<file path="src/rtl/gpio_pkg.sv">
package gpio_pkg;

  // Word-aligned register offsets; software depends on these positions.
  localparam logic [11:0] OFS_OUT = 12'h004;
  localparam logic [11:0] OFS_SET = 12'h008;
  localparam logic [11:0] OFS_CLR = 12'h00C;
  localparam logic [11:0] OFS_EN  = 12'h020;
  localparam logic [11:0] OFS_IN  = 12'h03C;

  typedef enum logic [2:0] {
    SEL_NONE,
    SEL_OUT,
    SEL_SET,
    SEL_CLR,
    SEL_EN,
    SEL_IN
  } reg_sel_e;

  function automatic reg_sel_e decode_addr(input logic [11:0] addr);
    reg_sel_e s;
    unique case (addr)
      OFS_OUT: s = SEL_OUT;
      OFS_SET: s = SEL_SET;
      OFS_CLR: s = SEL_CLR;
      OFS_EN:  s = SEL_EN;
      OFS_IN:  s = SEL_IN;
      default: s = SEL_NONE;
    endcase
    return s;
  endfunction

endpackage

</file>
<file path="src/rtl/gpio_in_sync.sv">
module gpio_in_sync #(
  parameter int unsigned W = 22
) (
  input  logic         clk,
  input  logic         rst_n,
  input  logic [W-1:0] async_in,
  output logic [W-1:0] sync_out
);

  logic [W-1:0] stage1_q;
  logic [W-1:0] stage2_q;

  always_ff @(posedge clk or negedge rst_n) begin
    if (!rst_n) begin
      stage1_q <= '0;
      stage2_q <= '0;
    end else begin
      stage1_q <= async_in;
      stage2_q <= stage1_q;
    end
  end

  assign sync_out = stage2_q;

endmodule

</file>
<file path="src/rtl/gpio_out_reg.sv">
module gpio_out_reg #(
  parameter int unsigned NPINS = 22,
  parameter int unsigned DW    = 32,
  localparam int unsigned BEW  = DW / 8
) (
  input  logic             clk,
  input  logic             rst_n,
  input  logic             wr_out,
  input  logic             wr_set,
  input  logic             wr_clr,
  input  logic [DW-1:0]    wdata,
  input  logic [BEW-1:0]   be,
  output logic [NPINS-1:0] out_q,
  output logic             chg_valid_q,
  output logic [NPINS-1:0] chg_mask_q,
  output logic [NPINS-1:0] chg_value_q
);

  logic [DW-1:0]    lane_m;
  logic [DW-1:0]    wd_m;
  logic [NPINS-1:0] lm_p;
  logic [NPINS-1:0] wd_p;
  logic [NPINS-1:0] out_d;
  logic [NPINS-1:0] flip_d;
  logic             out_en;
  logic             chg_d;
  logic             unused_hi;

  for (genvar i = 0; i < BEW; i++) begin : g_lane
    assign lane_m[i*8 +: 8] = {8{be[i]}};
  end

  assign wd_m      = wdata & lane_m;
  assign lm_p      = lane_m[NPINS-1:0];
  assign wd_p      = wd_m[NPINS-1:0];
  assign unused_hi = ^wd_m[DW-1:NPINS];

  assign out_en = wr_out | wr_set | wr_clr;

  always_comb begin
    out_d = out_q;
    if (wr_out) begin
      out_d = (out_q & ~lm_p) | wd_p;
    end else if (wr_set) begin
      out_d = out_q | wd_p;
    end else if (wr_clr) begin
      out_d = out_q & ~wd_p;
    end
  end

  assign flip_d = out_d ^ out_q;
  assign chg_d  = out_en && (|flip_d);

  always_ff @(posedge clk or negedge rst_n) begin
    if (!rst_n) begin
      out_q       <= '0;
      chg_valid_q <= 1'b0;
      chg_mask_q  <= '0;
      chg_value_q <= '0;
    end else begin
      if (out_en) begin
        out_q <= out_d;
      end
      chg_valid_q <= chg_d;
      if (chg_d) begin
        chg_mask_q  <= flip_d;
        chg_value_q <= out_d;
      end
    end
  end

  AST_HOLD_NO_WRITE: assert property (@(posedge clk) disable iff (!rst_n)
    !(wr_out || wr_set || wr_clr) |=> $stable(out_q));
  AST_SET_EFFECT: assert property (@(posedge clk) disable iff (!rst_n)
    wr_set |=> ((out_q & $past(wd_p)) == $past(wd_p)));
  AST_CLR_EFFECT: assert property (@(posedge clk) disable iff (!rst_n)
    wr_clr |=> ((out_q & $past(wd_p)) == '0));
  AST_CHG_MASK_MATCH: assert property (@(posedge clk) disable iff (!rst_n)
    chg_valid_q |-> (chg_mask_q == (out_q ^ $past(out_q))));
  AST_CHG_VALUE_MATCH: assert property (@(posedge clk) disable iff (!rst_n)
    chg_valid_q |-> (chg_value_q == out_q));
  AST_NO_SILENT_PULSE: assert property (@(posedge clk) disable iff (!rst_n)
    !$past(out_en) |-> !chg_valid_q);

endmodule

</file>
<file path="src/rtl/gpio_rd_path.sv">
module gpio_rd_path
  import gpio_pkg::*;
#(
  parameter int unsigned   NPINS      = 22,
  parameter int unsigned   DW         = 32,
  parameter logic [DW-1:0] ENABLE_VAL = 32'h0000_00FF
) (
  input  logic             clk,
  input  logic             rst_n,
  input  logic             rd,
  input  reg_sel_e         sel,
  input  logic [NPINS-1:0] out_q,
  input  logic [NPINS-1:0] in_q,
  output logic [DW-1:0]    rdata_q
);

  localparam int unsigned PADW = DW - NPINS;

  logic [DW-1:0] rdata_d;

  always_comb begin
    unique case (sel)
      SEL_OUT: rdata_d = {{PADW{1'b0}}, out_q};
      SEL_IN:  rdata_d = {{PADW{1'b0}}, in_q};
      SEL_EN:  rdata_d = ENABLE_VAL;
      default: rdata_d = '0;
    endcase
  end

  always_ff @(posedge clk or negedge rst_n) begin
    if (!rst_n) begin
      rdata_q <= '0;
    end else if (rd) begin
      rdata_q <= rdata_d;
    end
  end

  AST_ENABLE_CONST: assert property (@(posedge clk) disable iff (!rst_n)
    (rd && sel == SEL_EN) |=> (rdata_q == ENABLE_VAL));
  AST_ALIAS_READ_ZERO: assert property (@(posedge clk) disable iff (!rst_n)
    (rd && (sel == SEL_SET || sel == SEL_CLR || sel == SEL_NONE)) |=> (rdata_q == '0));
  AST_OUT_UPPER_ZERO: assert property (@(posedge clk) disable iff (!rst_n)
    (rd && sel == SEL_OUT) |=> (rdata_q[DW-1:NPINS] == '0));

endmodule

</file>
<file path="src/rtl/gpio_setclr_regs.sv">
module gpio_setclr_regs
  import gpio_pkg::*;
#(
  parameter int unsigned NPINS = 22,
  parameter int unsigned AW    = 12,
  parameter int unsigned DW    = 32,
  localparam int unsigned BEW  = DW / 8
) (
  input  logic             clk,
  input  logic             rst_n,
  input  logic [AW-1:0]    bus_addr,
  input  logic [DW-1:0]    bus_wdata,
  input  logic [BEW-1:0]   bus_be,
  input  logic             bus_wr,
  input  logic             bus_rd,
  output logic [DW-1:0]    bus_rdata,
  input  logic [NPINS-1:0] pin_in,
  output logic [NPINS-1:0] pin_out,
  output logic             chg_valid,
  output logic [NPINS-1:0] chg_mask,
  output logic [NPINS-1:0] chg_value
);

  logic             rst_meta_q;
  logic             rst_s;
  logic [11:0]      addr12;
  reg_sel_e         sel;
  logic             wr_out;
  logic             wr_set;
  logic             wr_clr;
  logic [NPINS-1:0] in_sync;

  // Asynchronous assert, synchronous release.
  always_ff @(posedge clk or negedge rst_n) begin
    if (!rst_n) begin
      rst_meta_q <= 1'b0;
      rst_s      <= 1'b0;
    end else begin
      rst_meta_q <= 1'b1;
      rst_s      <= rst_meta_q;
    end
  end

  if (AW >= 12) begin : g_addr_wide
    assign addr12 = (bus_addr[AW-1:0] >> 0) < (1 << 12) ? bus_addr[11:0] : 12'hFFF;
  end else begin : g_addr_narrow
    assign addr12 = {{(12-AW){1'b0}}, bus_addr};
  end

  assign sel    = decode_addr(addr12);
  assign wr_out = bus_wr && (sel == SEL_OUT);
  assign wr_set = bus_wr && (sel == SEL_SET);
  assign wr_clr = bus_wr && (sel == SEL_CLR);

  gpio_in_sync #(.W(NPINS)) u_in_sync (
    .clk      (clk),
    .rst_n    (rst_s),
    .async_in (pin_in),
    .sync_out (in_sync)
  );

  gpio_out_reg #(.NPINS(NPINS), .DW(DW)) u_out_reg (
    .clk         (clk),
    .rst_n       (rst_s),
    .wr_out      (wr_out),
    .wr_set      (wr_set),
    .wr_clr      (wr_clr),
    .wdata       (bus_wdata),
    .be          (bus_be),
    .out_q       (pin_out),
    .chg_valid_q (chg_valid),
    .chg_mask_q  (chg_mask),
    .chg_value_q (chg_value)
  );

  gpio_rd_path #(.NPINS(NPINS), .DW(DW)) u_rd_path (
    .clk     (clk),
    .rst_n   (rst_s),
    .rd      (bus_rd),
    .sel     (sel),
    .out_q   (pin_out),
    .in_q    (in_sync),
    .rdata_q (bus_rdata)
  );

  AST_RESET_QUIET: assert property (@(posedge clk)
    !rst_s |-> (!chg_valid && pin_out == '0));

endmodule

</file>
<file path="config.mk">
export PLATFORM = sky130hd
export DESIGN_NAME = gpio_setclr_regs
export DESIGN_NICKNAME = d
export VERILOG_FILES = /design/src/rtl/gpio_pkg.sv /design/src/rtl/gpio_in_sync.sv /design/src/rtl/gpio_out_reg.sv /design/src/rtl/gpio_rd_path.sv /design/src/rtl/gpio_setclr_regs.sv
export SDC_FILE = /design/constraint.sdc
export NUM_CORES = 1
export LEC_CHECK = 0
export BUFFER_PORTS_ARGS = -buffer_cell sky130_fd_sc_hd__buf_2
export CORE_MARGIN = 4
export CORE_UTILIZATION = 48
export CTS_CLUSTER_DIAMETER = 40
export DETAILED_ROUTE_END_ITERATION = 10
export PLACE_DENSITY = 0.79
export SLEW_MARGIN = 5
export SYNTH_ARGS = -nofsm -noshare
export SYNTH_HDL_FRONTEND = slang
export SYNTH_SLANG_ARGS = --single-unit
</file>
<file path="constraint.sdc">
create_clock -name clk -period 3.8 [get_ports clk]
set_input_delay 0.38 -clock clk [delete_from_list [all_inputs] [get_ports clk]]
set_output_delay 0.38 -clock clk [all_outputs]
set_load 0.05 [all_outputs]
</file>
# --- After elaboration in Yosys (flattened, before gate mapping) ---
# Index checks and enable logic that the tools add are counted.
word_totals:
  latchBits: 0
  mem_count: 0
  rom_bits: 0
  reg_bits: 145
  in_bits: 74
  output_inout_bits: 99
  ramBits: 0
  wordCells: 41
classes:
  n_eq_ne: 10
  add_sub_neg: 0
  n_mux: 6
  n_mul: 0
  shifts: 0
  bitwise: 10
  order_cmp: 1
  reduce_logical: 5
  n_div: 0
op_table:
  columns: ["operator", "n"]
  rows:
  - ["$and 22x22->22", 3]
  - ["$mux 22", 3]
  - ["$pmux 22 s3", 1]
  - ["$not 22->22", 2]
  - ["$or 22x22->22", 2]
  - ["$eq 12x4->1 const B", 2]
  - ["$eq 12x6->1 const B", 2]
  - ["$reduce_or 22->1", 1]
  - ["$xor 22x22->22", 1]
  - ["$pmux 3 s5", 1]
  - ["$lt 12x13->1 const B", 1]
  - ["$eq 12x3->1 const B", 1]
  - ["$mux 12", 1]
  - ["$eq 3x2->1 const B", 2]
  - ["$eq 3x3->1 const B", 2]
  - ["$logic_and 1x1->1", 4]
  - ["$eq 3x1->1 const B", 1]
  - ["$or 1x1->1", 2]

# --- Logic depth before layout (Yosys ltp) ---
# Gate-level depths: netlist of the first run.
depth:
  ltp_word: 12
  mapped_depth: 13
  mapped_depth_nobuf: 8

# --- Hierarchy ---
# From an unflattened synthesis of the first run, not the netlist that was laid out.
hier_totals:
  hier_cells: 513
  area_unflattened_um2: 5957.0
modules_own_cells:
  columns: ["mod", "cells_per_inst", "n_inst", "area_each_um2", "seq_area_each_um2"]
  rows:
  - ["gpio_out_reg", 328, 1, 3429.5, 1676.6]
  - ["gpio_rd_path", 117, 1, 1238.7, 550.5]
  - ["gpio_in_sync", 44, 1, 1101.1, 1101.1]
  - ["gpio_setclr_regs", 24, 1, 187.7, 50.0]

# --- Worst setup path after synthesis of the first run ---
# OpenSTA, ideal clock, no wires.
synth_timing:
  path_type: "reg2reg"
  from: "reg u_out_reg.out_q[21]"
  to: "reg u_out_reg.chg_value_q[10]"
  setup_slack_ps: 1167
  path_stages_with_launch: 11
  setup_time_ps: 125
  n_path_buf: 2
  required_time_ps: 3675
  arrival_time_ps: 2508
  period_less_slack_ps: 2633
  cell_sequence: "dfrtp_1 clkbuf_1 nor2b_1 or3_1 a32oi_1 nand4_1 a22oi_1 nand3_2 nand2_4 buf_12 mux2_4"
synth_via:
  elab_chain_len: 7
  word_cells_on_any_way: 10
  cone_classes: "mux: 3; bitwise: 5; reduce/logical: 2"
synth_lines:
  columns: ["element", "line", "rtl"]
  rows:
  - ["start, declared", "gpio_out_reg.sv:13", "output logic [NPINS-1:0] out_q,"]
  - ["start signal, assigned", "gpio_out_reg.sv:62", "out_q <= out_d;"]
  - ["$and 22x22->22", "gpio_out_reg.sv:47", "out_d = out_q & ~wd_p;"]
  - ["$mux 22", "gpio_out_reg.sv:46", "end else if (wr_clr) begin"]
  - ["$mux 22", "gpio_out_reg.sv:44", "end else if (wr_set) begin"]
  - ["$mux 22", "gpio_out_reg.sv:42", "if (wr_out) begin"]
  - ["$xor 22x22->22 *", "gpio_out_reg.sv:51", "assign flip_d = out_d ^ out_q;"]
  - ["$reduce_or 22->1 *", "gpio_out_reg.sv:52", "assign chg_d = out_en && (|flip_d);"]
  - ["$logic_and 1x1->1 *", "gpio_out_reg.sv:52", null]
  - ["end signal, assigned", "gpio_out_reg.sv:67", "chg_value_q <= out_d;"]
  - ["end, declared", "gpio_out_reg.sv:16", "output logic [NPINS-1:0] chg_value_q"]
# Mark *: on every way between the ends. The rest lies on a longest branch, timed or not.
# A chain may end at the register's enable or synchronous reset.

# --- Worst setup path in the final report of the first run ---
layout_timing:
  from: "reg u_out_reg.out_q[21]"
  to: "reg u_out_reg.chg_value_q[17]"
# The elaborated chain is that of the path after synthesis.

==> impl_metrics.toml, run 1 <==
[global_route]
first_global_vias = 5459
grt_pass1_wl_um = 28100
overflow = 0
grt_usage_pct = 22.5
grt_max_degree = 74
grt_antenna_before_repair = 1

[cells_and_area]
final_util_pct = 59.7
n_antenna_cell = 0
layout.nets = 800
fin_cells = 915
final_cell_mix = "buf_2, dfrtp_1, nand2_1"
layout-drive-gt1-share_pct = 34.6
syn_to_final_growth_pct = 21.8
final_common_cell = "buf_2"
fillers = 1100

[pwr]
power.leakage_nw = 3.67
ir_drop_uv = 273
power_density_nw_per_um2 = 458

[timing]
finalSetupViolCount = 0
max_slew_margin_pct = 41.5
hold_viol = 0
max_freq_mhz = 346
tightest_slew_ps = 874
setup_tns_ps = 0
rsz0062_at_grt = "no"
drv_slew = 0
skew_ps = 12.3
fin_ws_ps = 912
period_share_pct = 76.0
whs_ps = 56.2
finalCriticalPeriod_ps = 2890

[status]
status = "complete, no violations"

[clock_tree]
cts_setup_buffers = 0
numClockSinks = 135
ctsResizeCount = 0
clock_latency_ps = 430
cts_buffer_depth = 2
postCtsHoldBufs = 1
cts_tree = "built"
cts_max_level = 4
root_buffer = "clkbuf_16"
cts_buffers = 17
path_clk_slew_ps = 60

[setup_path]
worstPathArrival_ps = 3200
r2r_slack_ps = 910
startpoint_type = "register"
critical_path_peak_fanout = 15
worstSetupPathType = "reg -> reg"
reg2reg_to = "u_out_reg.chg_value_q[17]"
rr_startpoint = "u_out_reg.out_q[21]"
required_ps = 4120
worst-r2r-cell-count = 9
crit_path_end_kind = "register"

[yosys]
yosys-top-cells-area = "dfrtp_1, mux2_4, o2bb2ai_1, a22oi_1, o21ai_0"
synth_warnings = 0
synth_xor_xnor_area_share_pct = 2.82
postSynth.asyncResetShare_pct = 100
synthMuxAreaShare_pct = 5.24
synth-compound-area-share_pct = 19.6
yosys.area.top_type = "dfrtp_1"
synth_area_um2 = 6520
ys_seq_area_share_pct = 51.8
netlist.area_leader.share_pct = 51.8
ys_ff_latch = 135
syn_avg_cell_area_um2 = 11.3
ys.flop_type = "dfrtp_1"
synthAdderAreaFrac_pct = 0
synth_top_family_by_area = "compound AO/OA/AOI/OAI gates"
synth_edf_count = 0
yosys.area_share.simple_pct = 13.7
syn_inst = 579
synth_cell_type_count = 60

[floorplan]
die_x_um = 125
die_area_um2 = 15500
start_util_pct = 49.0
boundaryPins = 173
coreArea_um2 = 13300
die_height_um = 125
num_rows = 42

[detailed_routing]
drc = 0
wl_um = 16900
vias = 5277
routedWlPerCell_um = 18.5
drtPass1Iterations = 5
drtIter0Drc = 379
final_antenna_net_count = 0
via_per_inst = 5.77

[hold_path]
holdCritStartpoint = "pin_in[18]"
hold_path_class = "in -> reg"
min_to = "u_in_sync.stage1_q[18]"
hold_depth = 1

[place]
gp_congestion = 0.924
io_buffer_count = 151
dp_cells = 882
place_ws_ps = 538
place_hpwl_um = 12100

[job]
drv_cap = 0
metrics by stage:
| stage | cell area, um^2 | power, mW |
|---|---|---|
| 4_1_cts | 7940 | 3.66 |
| 2_1_floorplan | 6560 | 1.87 |
| 6_report | 7940 | 3.64 |
| 3_3_place_gp | 7340 | 1.99 |
| 3_5_place_dp | 7340 | 2.00 |
| 5_1_grt | 7940 | 3.77 |
power breakdown:
part | total [mW] | leakage, nW | internal [mW] | switching, mW
sequential | 1.55 | 1.67 | 1.49 | 0.0660
combinational | 0.429 | 1.71 | 0.143 | 0.286
clock | 1.66 | 0.288 | 1.03 | 0.627
critical path: stages, from the launching register on:
cell and delay, ps:
dfrtp_1 490, nor2b_1 210, or3_1 340, a32oi_1 240
nand4_1 170, a22oi_1 280, nand3_2 150, nand2_4 290
buf_4 260, mux2_4 310
sequential cells by signal (all words and copies together) (netlist names):
name,cells
u_rd_path.rdata_q,22
u_out_reg.chg_valid_q,1
u_out_reg.chg_value_q,22
u_out_reg.chg_mask_q,22
u_in_sync.stage1_q,22
rst_meta_q,1
u_out_reg.out_q,22
rst_s,1
u_in_sync.sync_out,22
layout make-up:
type	instances	area, um^2	share of cell area (%)
inverters	25	93.8	1.18
clock inverters	12	153	1.92
well taps	176	220	2.77
repair buffers	168	911	11.5
flip-flops and latches	135	3380	42.6
clock buffers	20	437	5.50
multi-input cells	379	2750	34.6
worst max-delay path by stage:
stage                                      endpoint  slack (ps)                 from  cells past startpoint
after floorplan           u_out_reg.chg_value_q[10]        1170  u_out_reg.out_q[21]                     10
after global placement    u_out_reg.chg_value_q[20]         610          bus_addr[2]                     11
after detailed placement  u_out_reg.chg_value_q[16]         540          bus_addr[2]                     11
after CTS                 u_out_reg.chg_value_q[17]         910  u_out_reg.out_q[21]                      9
after global routing      u_out_reg.chg_value_q[17]         800          bus_addr[2]                     11
final                     u_out_reg.chg_value_q[17]         910  u_out_reg.out_q[21]                      9
metal layers:
metal	share of wire, %	wire, um	global-route usage (%)
met5	0.041	7	0
met4	2.1	361	9.22
met3	9.8	1650	7.59
met2	46	7860	34.7
met1	42	7060	29.1
cells by family after synthesis:
| group | Yosys count |
|---|---|
| xor gates and xnor gates | 21 |
| buffers and inverters | 74 |
| other | 2 |
| and+or+nand+nor | 146 |
| muxes | 25 |
| AOI/OAI and AO/OA | 176 |
| DFF | 135 |
cell usage after synthesis (all sizes together), types with 12 or more instances:
library cell and number:
a221o 19, nor3b 19, xor2 13, nand3 14, dfrtp 135, o22ai 21, buf 19, nor2 19
inv 25, o21ai 37, a22oi 23, a21oi 23, mux2 22, clkbuf 30, nor2b 12, o2bb2ai 20
nand2 43
No activity file was read; power rests on OpenSTA's default activity.
==> run 2, diff against run 1 <==
--- a/config.mk
+++ b/config.mk
@@ -5,6 +5,7 @@
 export SDC_FILE = /design/constraint.sdc
 export NUM_CORES = 1
 export LEC_CHECK = 0
+export ABC_AREA = 1
 export BUFFER_PORTS_ARGS = -buffer_cell sky130_fd_sc_hd__buf_2
 export CORE_MARGIN = 4
 export CORE_UTILIZATION = 48
==> constraint.sdc (replaced) <==
create_clock -name clk -period 2.45 [get_ports clk]
set_input_delay 0.245 -clock clk [delete_from_list [all_inputs] [get_ports clk]]
set_output_delay 0.245 -clock clk [all_outputs]
set_load 0.05 [all_outputs]
==> impl_metrics.toml, run 2 <==
[status]
status = "complete, no violations"

[setup_path]
reg2reg_to = "u_out_reg.chg_value_q[13]"
crit_path_end_kind = "register"
startpoint_type = "input pin"
cp-startpoint = "bus_addr[9]"
rr_startpoint = "u_out_reg.out_q[13]"
crit_end = "u_out_reg.chg_value_q[20]"
worstSetupPathType = "in -> reg"
worst-r2r-cell-count = 14
worstPathArrival_ps = 2470
critical_path_peak_fanout = 24
required_ps = 2820
r2r_slack_ps = 420

[yosys]
ys_ff_latch = 135
netlist.area_leader.share_pct = 51.2
ys.flop_type = "dfrtp_1"
postSynth.asyncResetShare_pct = 100
ys_seq_area_share_pct = 51.2
synth_area_um2 = 6600
yosys-top-cells-area = "dfrtp_1, nand2_1, nand3_1, inv_1, o211ai_1"
ys_top_cells_by_count = "nand2_1, dfrtp_1, inv_1"
synth_warnings = 0
syn_avg_cell_area_um2 = 8.04
synth_edf_count = 0
synth_cell_type_count = 29
synth_most_common_cell = "nand2_1"
syn_inst = 821
yosys.area.top_type = "dfrtp_1"

[place]
gp_congestion = 0.912
place_hpwl_um = 13900
io_buffer_count = 151

[timing]
tightest_slew_ps = 700
hold_viol = 0
skew_ps = 8.04
setup_tns_ps = 0
finalCriticalPeriod_ps = 2100
period_share_pct = 85.8
rsz0062_at_grt = "no"
finalSetupViolCount = 0
max_freq_mhz = 476
max_slew_margin_pct = 53.3
whs_ps = 116
drv_slew = 0

[floorplan]
num_rows = 42
die_x_um = 125
coreArea_um2 = 13300
start_util_pct = 49.5
die_area_um2 = 15700
boundaryPins = 173
die_height_um = 125

[cells_and_area]
n_antenna_cell = 0
syn_to_final_growth_pct = 32.8
final_cell_mix = "nand2_1, buf_2, dfrtp_1"
layout.nets = 1108
final_util_pct = 65.7
final_common_cell = "nand2_1"
layout-drive-gt1-share_pct = 26.5

[global_route]
first_global_vias = 6038
grt_antenna_before_repair = 0
grt_pass1_wl_um = 30700
grt_max_degree = 74
grt_usage_pct = 24.9
overflow = 0

[pwr]
power.leakage_nw = 5.22
ir_drop_uv = 656
power_density_nw_per_um2 = 731

[detailed_routing]
drtPass1Iterations = 5
wl_um = 18800
vias = 6155
routedWlPerCell_um = 15.3
wl_met1_um = 7790
final_antenna_net_count = 0
drc = 0
wl_met2_um = 9040
wl_met3_um = 1240
via_per_inst = 5.03
drtIter0Drc = 311
topRoutingLayerUsed = "met4"

[clock_tree]
cts_buffers = 17
path_clk_slew_ps = 60
cts_max_level = 4
cts_tree = "built"
numClockSinks = 135
clock_latency_ps = 430
cts_buffer_depth = 2
root_buffer = "clkbuf_16"
cts_setup_buffers = 0

[hold_path]
hold_path_class = "in -> async"

[job]
drv_cap = 0
-- run 2: repair_timing --
item,4_1_cts,5_1_grt
resized for setup,0,0
endpoints found under the hold margin,24,0
hold buffers,23,0
-- run 2: how the worst min path moves through the flow --
stage	slack, ps	cells past startpoint	to
after global routing	140	2	rst_meta_q
after global placement	30	1	rst_meta_q
after detailed placement	30	1	rst_meta_q
after CTS	110	2	rst_meta_q
final	120	2	rst_meta_q
after floorplan	-50	0	rst_meta_q
-- run 2: worst max-delay path: stages --
cell and delay, ps:
buf_2 100, nor2_1 90, nand2_1 110, inv_2 140
nand3_4 120, nor2_4 140, inv_2 210, nand3_1 180
nand2_1 80, nand2_1 60, nand2_1 130, inv_1 130
nand2_1 60, inv_1 50, nand2_1 80, nor2_4 180
buf_12 190, nand3_1 90, nand2_1 80
-- run 2: per-stage QoR --
stage / power, mW / instances / area (um^2) / setup WS [ps]
2_1_floorplan: 3.15 / 830 / 6640 / 205
3_3_place_gp: 3.45 / 1168 / 7850 / -20.4
3_5_place_dp: 3.46 / 1168 / 7850 / -47.7
4_1_cts: 6.45 / 1223 / 8760 / 384
5_1_grt: 6.65 / 1223 / 8760 / 133
6_report: 6.41 / 1223 / 8760 / 348
-- run 2: power breakdown --
part           switching (mW)  internal [mW]  total, mW
Combinational           0.735          0.304       1.04
Clock                    1.01           1.94       2.96
Sequential             0.0599           2.35       2.41
Total                    1.81           4.60       6.41
-- run 2: cell families (layout without fill, tap and decap cells) --
kind of cell | count (synthesis) | after routing | share of synthesized area [%]
xor gates and xnor gates | 5 | 5 | 0.663
DFF | 135 | 135 | 51.2
and+or+nand+nor | 457 | 457 | 30.8
AOI/OAI and AO/OA | 65 | 65 | 6.71
other | 2 | 11 | 0.114
buffers and inverters | 157 | 374 | 10.5
-- run 2: metal layers --
metal	up-vias	GRT usage (%)
met5	-	0
met4	0	11.0
met3	43	6.27
met2	226	41.0
met1	2856	31.3
li1	3030	-
-- run 2: area by class of cell --
class                      count  area (um^2)
tap                          176          220
timing repair buffer         227         1480
fill                        1140         4580
inverter                     115          432
sequential                   135         3380
clock buffer                  18          439
clock inverter                14          245
multi-input combinational    538         2560
